File: src/rtl/acc_sclk_pkg.sv
package acc_sclk_pkg;

    // Strobe pair emitted together with a serial-clock edge.
    typedef struct packed {
        logic launch;
        logic sample;
    } strobe_t;

    localparam int unsigned DEF_FREQ_W   = 16;
    localparam int unsigned DEF_FULL_MOD = 2048;

endpackage

File: src/rtl/acc_sclk_step.sv
// Turns the frequency word into the per-cycle accumulator step:
// optional doubling, then a limit of one half period per cycle.
module acc_sclk_step #(
    parameter int unsigned FREQ_W   = 16,
    parameter int unsigned HALF_MOD = 1024,
    parameter int unsigned INC_W    = 11
) (
    input  logic [FREQ_W-1:0] word_i,
    input  logic              x2_i,
    output logic [INC_W-1:0]  inc_o
);
    localparam int unsigned RAW_W = FREQ_W + 1;
    localparam logic [RAW_W-1:0] HALF_R = RAW_W'(HALF_MOD);

    logic [RAW_W-1:0] raw;

    assign raw = {1'b0, word_i} << x2_i;

    always_comb begin
        if (raw >= HALF_R) begin
            inc_o = INC_W'(HALF_MOD);
        end else begin
            inc_o = raw[INC_W-1:0];
        end
    end
endmodule

File: src/rtl/acc_sclk_rate_det.sv
// Flags steps whose resulting serial rate exceeds the async threshold.
module acc_sclk_rate_det #(
    parameter int unsigned INC_W    = 11,
    parameter int unsigned HALF_MOD = 1024,
    parameter int unsigned LIMIT    = 307
) (
    input  logic [INC_W-1:0] inc_i,
    output logic             fast_o
);
    localparam int unsigned LIM_C = (LIMIT > HALF_MOD) ? HALF_MOD : LIMIT;
    localparam logic [INC_W:0] LIM_V = (INC_W+1)'(LIM_C);

    assign fast_o = ({1'b0, inc_i} > LIM_V);
endmodule

File: src/rtl/acc_sclk_edge_sel.sv
// Chooses which serial-clock edges produce launch and sample strobes.
module acc_sclk_edge_sel (
    input  logic                    edge_i,
    input  logic                    new_lvl_i,
    input  logic                    launch_rise_i,
    input  logic                    sample_rise_i,
    output acc_sclk_pkg::strobe_t   stb_o
);
    always_comb begin
        stb_o.launch = edge_i && (new_lvl_i == launch_rise_i);
        stb_o.sample = edge_i && (new_lvl_i == sample_rise_i);
    end
endmodule

File: src/rtl/acc_sclk_gen.sv
// Phase-accumulator serial clock generator with edge strobes.
module acc_sclk_gen #(
    parameter int unsigned FREQ_W   = acc_sclk_pkg::DEF_FREQ_W,
    parameter int unsigned FULL_MOD = acc_sclk_pkg::DEF_FULL_MOD,
    parameter int unsigned REF_HZ   = 200_000_000,
    parameter int unsigned ASYNC_HZ = 30_000_000
) (
    input  logic              clk_i,
    input  logic              rst_ni,
    input  logic              en_i,
    input  logic [FREQ_W-1:0] freq_word_i,
    input  logic              loop_clear_i,
    input  logic              rate_x2_i,
    input  logic              launch_rise_i,
    input  logic              sample_rise_i,
    input  logic              idle_high_i,
    output logic              sclk_o,
    output logic              launch_o,
    output logic              sample_o,
    output logic              async_path_o
);
    localparam int unsigned HALF_MOD = FULL_MOD / 2;
    localparam int unsigned ACC_W    = $clog2(HALF_MOD);
    localparam int unsigned INC_W    = ACC_W + 1;
    localparam longint unsigned LIM_L =
        (longint'(ASYNC_HZ) * longint'(FULL_MOD)) / longint'(REF_HZ);
    localparam int unsigned ASYNC_LIMIT = int'(LIM_L);
    localparam logic [INC_W-1:0] HALF_V = INC_W'(HALF_MOD);

    typedef struct packed {
        logic [ACC_W-1:0] acc;
        logic             ph;     // 0 = idle-level phase
        logic             pol;    // captured idle level
        logic             sclk;
        logic             launch;
        logic             sample;
        logic             fast;
    } state_t;

    state_t state_q, state_d;

    logic [INC_W-1:0]      inc;
    logic                  fast;
    logic                  active;
    logic [INC_W-1:0]      sum;
    logic [ACC_W-1:0]      rem;
    logic                  wrap;
    logic                  ph_nx;
    logic                  pol_nx;
    logic                  lvl_nx;
    acc_sclk_pkg::strobe_t stb;

    acc_sclk_step #(
        .FREQ_W   (FREQ_W),
        .HALF_MOD (HALF_MOD),
        .INC_W    (INC_W)
    ) u_step (
        .word_i (freq_word_i),
        .x2_i   (rate_x2_i),
        .inc_o  (inc)
    );

    acc_sclk_rate_det #(
        .INC_W    (INC_W),
        .HALF_MOD (HALF_MOD),
        .LIMIT    (ASYNC_LIMIT)
    ) u_rate (
        .inc_i  (inc),
        .fast_o (fast)
    );

    // The clock keeps running after enable drops until it is back at idle.
    assign active = en_i | state_q.ph;
    assign sum    = INC_W'(state_q.acc) + inc;
    assign rem    = ACC_W'(sum - HALF_V);
    assign wrap   = active && (sum >= HALF_V);
    assign ph_nx  = state_q.ph ^ wrap;
    assign pol_nx = (!en_i && !state_q.ph) ? idle_high_i : state_q.pol;
    assign lvl_nx = ph_nx ^ pol_nx;

    acc_sclk_edge_sel u_edge (
        .edge_i        (wrap),
        .new_lvl_i     (lvl_nx),
        .launch_rise_i (launch_rise_i),
        .sample_rise_i (sample_rise_i),
        .stb_o         (stb)
    );

    always_comb begin
        state_d = state_q;
        if (!active) begin
            state_d.acc = '0;
        end else if (wrap) begin
            state_d.acc = (loop_clear_i || !en_i) ? '0 : rem;
        end else begin
            state_d.acc = sum[ACC_W-1:0];
        end
        state_d.ph     = ph_nx;
        state_d.pol    = pol_nx;
        state_d.sclk   = lvl_nx;
        state_d.launch = stb.launch;
        state_d.sample = stb.sample;
        state_d.fast   = fast;
    end

    always_ff @(posedge clk_i or negedge rst_ni) begin
        if (!rst_ni) begin
            state_q <= '0;
        end else begin
            state_q <= state_d;
        end
    end

    assign sclk_o       = state_q.sclk;
    assign launch_o     = state_q.launch;
    assign sample_o     = state_q.sample;
    assign async_path_o = state_q.fast;
endmodule

File: config.mk
export PLATFORM = sky130hd
export DESIGN_NAME = acc_sclk_gen
export DESIGN_NICKNAME = d
export VERILOG_FILES = /design/src/rtl/acc_sclk_pkg.sv /design/src/rtl/acc_sclk_step.sv /design/src/rtl/acc_sclk_rate_det.sv /design/src/rtl/acc_sclk_edge_sel.sv /design/src/rtl/acc_sclk_gen.sv
export SDC_FILE = /design/constraint.sdc
export NUM_CORES = 1
export LEC_CHECK = 0
export BUFFER_PORTS_ARGS = -buffer_cell sky130_fd_sc_hd__buf_4
export CORE_MARGIN = 2
export CORE_UTILIZATION = 45
export CTS_CLUSTER_SIZE = 8
export DETAILED_ROUTE_END_ITERATION = 10
export GPL_ROUTABILITY_DRIVEN = 1
export PLACE_DENSITY = 0.72
export SYNTH_ARGS = -nofsm -noshare
export SYNTH_HDL_FRONTEND = slang
export SYNTH_SLANG_ARGS = --single-unit
File: constraint.sdc
create_clock -name clk_i -period 2.3 [get_ports clk_i]
set_input_delay 0.23 -clock clk_i [delete_from_list [all_inputs] [get_ports clk_i]]
set_output_delay 0.23 -clock clk_i [all_outputs]
set_load 0.005 [all_outputs]
After elaboration in Yosys (flattened, before gate mapping)
Index checks and enable logic that the tools add are counted.
{"block": "op_classes", "bitwise": 3, "shift": 1, "mux": 5, "addsub": 2, "magnitude_cmp": 3, "div_mod_pow": 0, "mul": 0, "eq_ne": 2, "reduce_logical": 7}
{"cell": "$mux 10", "count": 3}
{"cell": "$ge 17x11->1 const B", "count": 1}
{"cell": "$shl 16x1->17", "count": 1}
{"cell": "$add 10x11->11", "count": 1}
{"cell": "$ge 11x11->1 const B", "count": 1}
{"cell": "$gt 11x9->1 const B", "count": 1}
{"cell": "$mux 11", "count": 1}
{"cell": "$sub 10x1->10 const B", "count": 1}
{"cell": "$logic_and 1x1->1", "count": 4}
{"cell": "$eq 1x1->1", "count": 2}
{"cell": "$logic_not 1->1", "count": 2}
{"cell": "$xor 1x1->1", "count": 2}
{"cell": "$logic_or 1x1->1", "count": 1}
{"cell": "$mux 1", "count": 1}
{"cell": "$or 1x1->1", "count": 1}
{"block": "word_totals", "elab_cells": 30, "n_memories": 0, "mem_bits_rw": 0, "romBits": 0, "in_bits": 24, "latchBits": 0, "reg_bits": 16, "output_inout_bits": 4}

Longest topological paths before layout
{"block": "logic_depth", "depth_word": 10, "depth_mapped": 12, "mapped_depth_nobuf": 11}

Cells and area by module
From an unflattened synthesis, not the netlist that was laid out.
{"block": "hier_totals", "cells_unflattened": 144, "area_unflattened_um2": 1408.9}
{"module": "acc_sclk_gen", "instances": 1, "cells_each": 110, "seq_area_each_um2": 400.4, "area_each_um2": 1102.3}
{"module": "acc_sclk_step", "instances": 1, "cells_each": 26, "seq_area_each_um2": 0.0, "area_each_um2": 252.7}
{"module": "acc_sclk_edge_sel", "instances": 1, "cells_each": 4, "seq_area_each_um2": 0.0, "area_each_um2": 30.0}
{"module": "acc_sclk_rate_det", "instances": 1, "cells_each": 4, "seq_area_each_um2": 0.0, "area_each_um2": 23.8}

Worst setup path after synthesis
OpenSTA, ideal clock, no wires.
{"block": "synth_timing", "path_kind": "input to register", "start": "input freq_word_i[9]", "end": "register state_q, in the netlist sclk_o", "n_path_buf": 1, "cell_stages": 12, "path_slack_ps": -560, "setup_time_ps": 121, "t_arrival_ps": 2739, "path_cell_list": "a211oi_1 > nand2_2 > clkbuf_1 > nor3b_1 > ha_1 > fa_1 > a21o_1 > a221oi_2 > o21ai_2 > xnor2_2 > mux2_4 > xor2_1"}
{"block": "synth_between", "elab_chain_cells": 8}
{"item": "from (decl)", "line": "acc_sclk_gen.sv:11", "text": "input logic [FREQ_W-1:0] freq_word_i,"}
{"item": "$shl 16x1->17 (*)", "line": "acc_sclk_step.sv:17", "text": "assign raw = {1'b0, word_i} << x2_i;"}
{"item": "$ge 17x11->1", "line": "acc_sclk_step.sv:20", "text": "if (raw >= HALF_R) begin"}
{"item": "$mux 11 (*)", "line": "acc_sclk_step.sv:20"}
{"item": "$add 10x11->11 (*)", "line": "acc_sclk_gen.sv:74", "text": "assign sum = INC_W'(state_q.acc) + inc;"}
{"item": "$ge 11x11->1 (*)", "line": "acc_sclk_gen.sv:76", "text": "assign wrap = active && (sum >= HALF_V);"}
{"item": "$logic_and 1x1->1 (*)", "line": "acc_sclk_gen.sv:76"}
{"item": "$xor 1x1->1 (*)", "line": "acc_sclk_gen.sv:77", "text": "assign ph_nx = state_q.ph ^ wrap;"}
{"item": "via ph_nx", "line": "acc_sclk_gen.sv:48", "text": "logic ph_nx;"}
{"item": "$xor 1x1->1 (*)", "line": "acc_sclk_gen.sv:79", "text": "assign lvl_nx = ph_nx ^ pol_nx;"}
{"item": "via lvl_nx", "line": "acc_sclk_gen.sv:50", "text": "logic lvl_nx;"}
{"item": "to (signal assigned)", "line": "acc_sclk_gen.sv:110", "text": "state_q <= state_d;"}
{"item": "to (decl)", "line": "acc_sclk_gen.sv:40", "text": "state_t state_q, state_d;"}
Mark *: on every way through the listed nets, which the timed path passes. The rest lies on a longest branch.

==> out/qor_table.md <==
| Parameter | This run | Unit |
|---|---|---|
| Clock tree from TritonCTS | built | - |
| Total length of routed wires | 3.71 | mm |
| Buffers & Inverters on Critical Path | 2 | - |
| Logic depth of the worst setup path including buffers | 12 | - |
| Post-synth design cell area | 1230 | sq um |
| Max-slew headroom at the worst pin | 0.784 | - |
| Clock edge transition at the registers on the reported setup and hold paths | 110 | ps |
| Data arrival time of the worst path | 2600 | ps |
| Sort of element at the end of the critical path | register | - |
| Number of global-route vias before repair | 1278 | - |
| Die Width | 56.3 | um |
| Power density over the cells | 341 | nW/um^2 |
| Number of warnings issued by yosys | 0 | - |
| Final net count | 232 | - |
| Portion of the clock cycle consumed by the worst path in the final layout | 1.04 | - |
| Number of diodes | 0 | - |
| Max stage delay cell, worst path | sky130_fd_sc_hd__a221oi_4 | - |
| 1st-pass router iterations | 6 | - |
| Standard cell core area | 2540 | sq um |
| Seq/Total Area, Yosys | 0.325 | - |
| Synth async-reset ratio | 1.00 | - |
| RSZ-0062 raised after global routing | true | - |
| Maximum clock rate | 417 | MHz |
| Fraction of layout cells with a size suffix above 1 | 0.480 | - |
| Vias/cell | 5.46 | - |
| Final setup violating endpoints | 11 | - |
| Placement Cell Area | 1740 | sq um |
| Distinct cells, synth | 40 | - |
| Most area-consuming cells after synthesis | sky130_fd_sc_hd__dfrtp_1 (33%), sky130_fd_sc_hd__ha_1 (10%), sky130_fd_sc_hd__mux2i_1 (8.1%), sky130_fd_sc_hd__nor2_1 (4.9%), sky130_fd_sc_hd__and2_1 (4.6%) | - |
| Antenna violations before repair | 0 | - |
| DRT antenna net count | 0 | - |
| Y dimension of the die | 56.3 | um |
| Count of cells along the worst hold path | 2 | - |
| Number of max-capacitance violations reported | 0 | - |
| Ranking of synthesized cells by instance count | sky130_fd_sc_hd__dfrtp_1 (16), sky130_fd_sc_hd__nor2_1 (16), sky130_fd_sc_hd__ha_1 (10), sky130_fd_sc_hd__mux2i_1 (10), sky130_fd_sc_hd__and2_1 (9) | - |
| First-pass GRT wire length | 6.08 | mm |
| Row count | 18 | - |
| Number of port buffers | 27 | - |
| Slew Viols, Final | 0 | - |
| Gr ovfl total | 0 | - |
| Initial core utilization | 0.484 | - |
| Crit path cell chain | buf_6 > nor4_4 > nand2_4 > nor2_2 > ha_1 > a21o_1 > a221oi_4 > o21ai_2 > xnor2_2 > buf_4 > a32o_2 > and2_1 | - |
| Min Tclk post-route | 2400 | ps |
| Post-DR wirelength/cell | 16.4 | um |
| Largest net degree at the start of global routing | 17 | - |
| Deepest level of the CTS H-tree | 1 | - |
| Sinks on the clock net | 16 | - |
| Worst hold path class | input port to register | - |
| Overall power consumption | 0.651 | mW |
| Worst Path Max Fanout | 8 | - |
| Number of buffers on the longest clock path | 2 | - |
| Count of flip-flops with a built-in enable after synthesis | 0 | - |
| DRC violations left | 0 | - |
| Synth Net Count | 160 | - |
| Failing checks | negative setup slack | - |
| I/O pin count | 28 | - |
| Pre-CTS WS | -493 | ps |
| Static leakage | 1.04 | nW |
| Category of cells accounting for the largest share of critical-path delay | compound AO/OA/AOI/OAI gates | - |
| Clock network latency to the later pin of the worst-skew pair | 300 | ps |
| Num CTS Buffers | 3 | - |
| Status | finished with violations | - |
| Setup Total Neg Slack | -916 | ps |
| Data required, critical path | 2500 | ps |
| Worst Setup Slack, final | -99.9 | ps |
| Logic depth of the worst register-to-register path | 9 | - |
| Hold Violations, Final | 0 | - |
| Overall track demand over capacity in global routing | 0.247 | - |
| Count of placed standard cells in the final layout, fillers left out | 226 | - |
| Share of the core filled with cells in the final layout | 0.749 | - |
| Maximum single-stage delay on the critical path | 340 | ps |
| Synthesis-to-finish area growth | 54.8 | % |
| Top flip-flop cell by instance count after synthesis | sky130_fd_sc_hd__dfrtp_1 | - |
| DPL Wire Length | 2.65 | mm |
| Routed via count | 1234 | - |
| Full die area | 3170 | sq um |
| Crit path kind | input port to register | - |
| Area leader, netlist | sky130_fd_sc_hd__dfrtp_1 | - |
| Worst Hold Margin | 205 | ps |
| Type of element launching the critical path | input port | - |
| Number of DRC violations after detailed-routing iteration 0 | 37 | - |
| Worst vdd rail ir drop | 0.367 | mV |
| Post-synthesis area per instance | 9.85 | sq um |
| Routability congestion estimate | 0.793 | - |
| Final std cell area, no fill | 1910 | sq um |
| Number of standard cells after synthesis | 125 | - |
| Cell Count Post-Placement | 211 | - |
| Largest clock skew in the final design | 5.36 | ps |
| Post-synthesis register bit count | 16 | - |
| Worst Tran Pin Value | 320 | ps |
| Share of Yosys cell area claimed by the top area cell type | 0.325 | - |
| Clock root buffer | sky130_fd_sc_hd__clkbuf_4 | - |
[registers in the layout (all words and copies together) (netlist names)]
| signal | cells |
|---|---|
| sample_o | 1 |
| async_path_o | 1 |
| state_q | 12 |
| launch_o | 1 |
| sclk_o | 1 |
[kinds of logic after synthesis]
family	count (synthesis)	synth area share
simple gates	43	0.187
compound gates	29	0.174
flops	16	0.325
mux	12	0.103
xor+xnor	11	0.0843
fa+ha+maj	11	0.118
buf+inv	3	0.00914
[cell usage in the layout (no fill, tap or decap), drive strengths merged, types with 2 or more instances in the layout]
cell     n
a21o     4
a21oi    8
a221oi   2
a32o     2
and2     9
and4     2
buf     67
clkbuf   4
dfrtp   16
ha      10
mux2     2
mux2i   10
nand2    5
nand3    2
nand4    2
nor2    16
o211ai   2
o21ai    5
xnor2    5
xor2     6
[final cells by class]
cell class,instances,area (sq um)
Fill cell,187,639
Tap cell,30,37.5
Sequential cell,16,400
Multi-Input combinational cell,107,907
Clock buffer,4,36.3
Inverter,1,3.75
Timing Repair Buffer,68,520
[worst paths after layout]
path,from,end,slack (ps)
min,idle_high_i,state_q[4],200
max reg2reg,state_q[6],state_q[12],-70
max in group asynchronous,rst_ni,launch_o,1790
min reg2reg,state_q[4],state_q[4],640
min in group asynchronous,rst_ni,state_q[13],320
max,freq_word_i[13],state_q[12],-100
[report_power, final]
group / leakage (nW) / internal, mW / switching [mW]
sequential: 0.209 / 0.295 / 0.0106
combinational: 0.812 / 0.0816 / 0.0659
clock: 0.0210 / 0.0965 / 0.101
[per-layer routing]
| layer | routed length (um) | vias to the layer above | track usage | part of all wire |
|---|---|---|---|---|
| met2 | 1870 | 39 | 0.447 | 0.50 |
| li1 | - | 608 | - | - |
| met1 | 1580 | 576 | 0.307 | 0.43 |
| met4 | 82 | 0 | 0.0646 | 0.022 |
| met3 | 177 | 11 | 0.0346 | 0.048 |
| met5 | 0 | - | 0 | 0 |
[repair_timing]
item / 4_1_cts / 5_1_grt
hold buffers: 1 / 0
endpoints found under the hold margin: 16 / 0
endpoints found under the setup margin: 12 / 12
gates resized for setup: 5 / 8
pin swaps: 5 / 4
cloned: 1 / 0
buffers inserted: 5 / 4
Note: power is estimated with default switching activity, not from simulation.
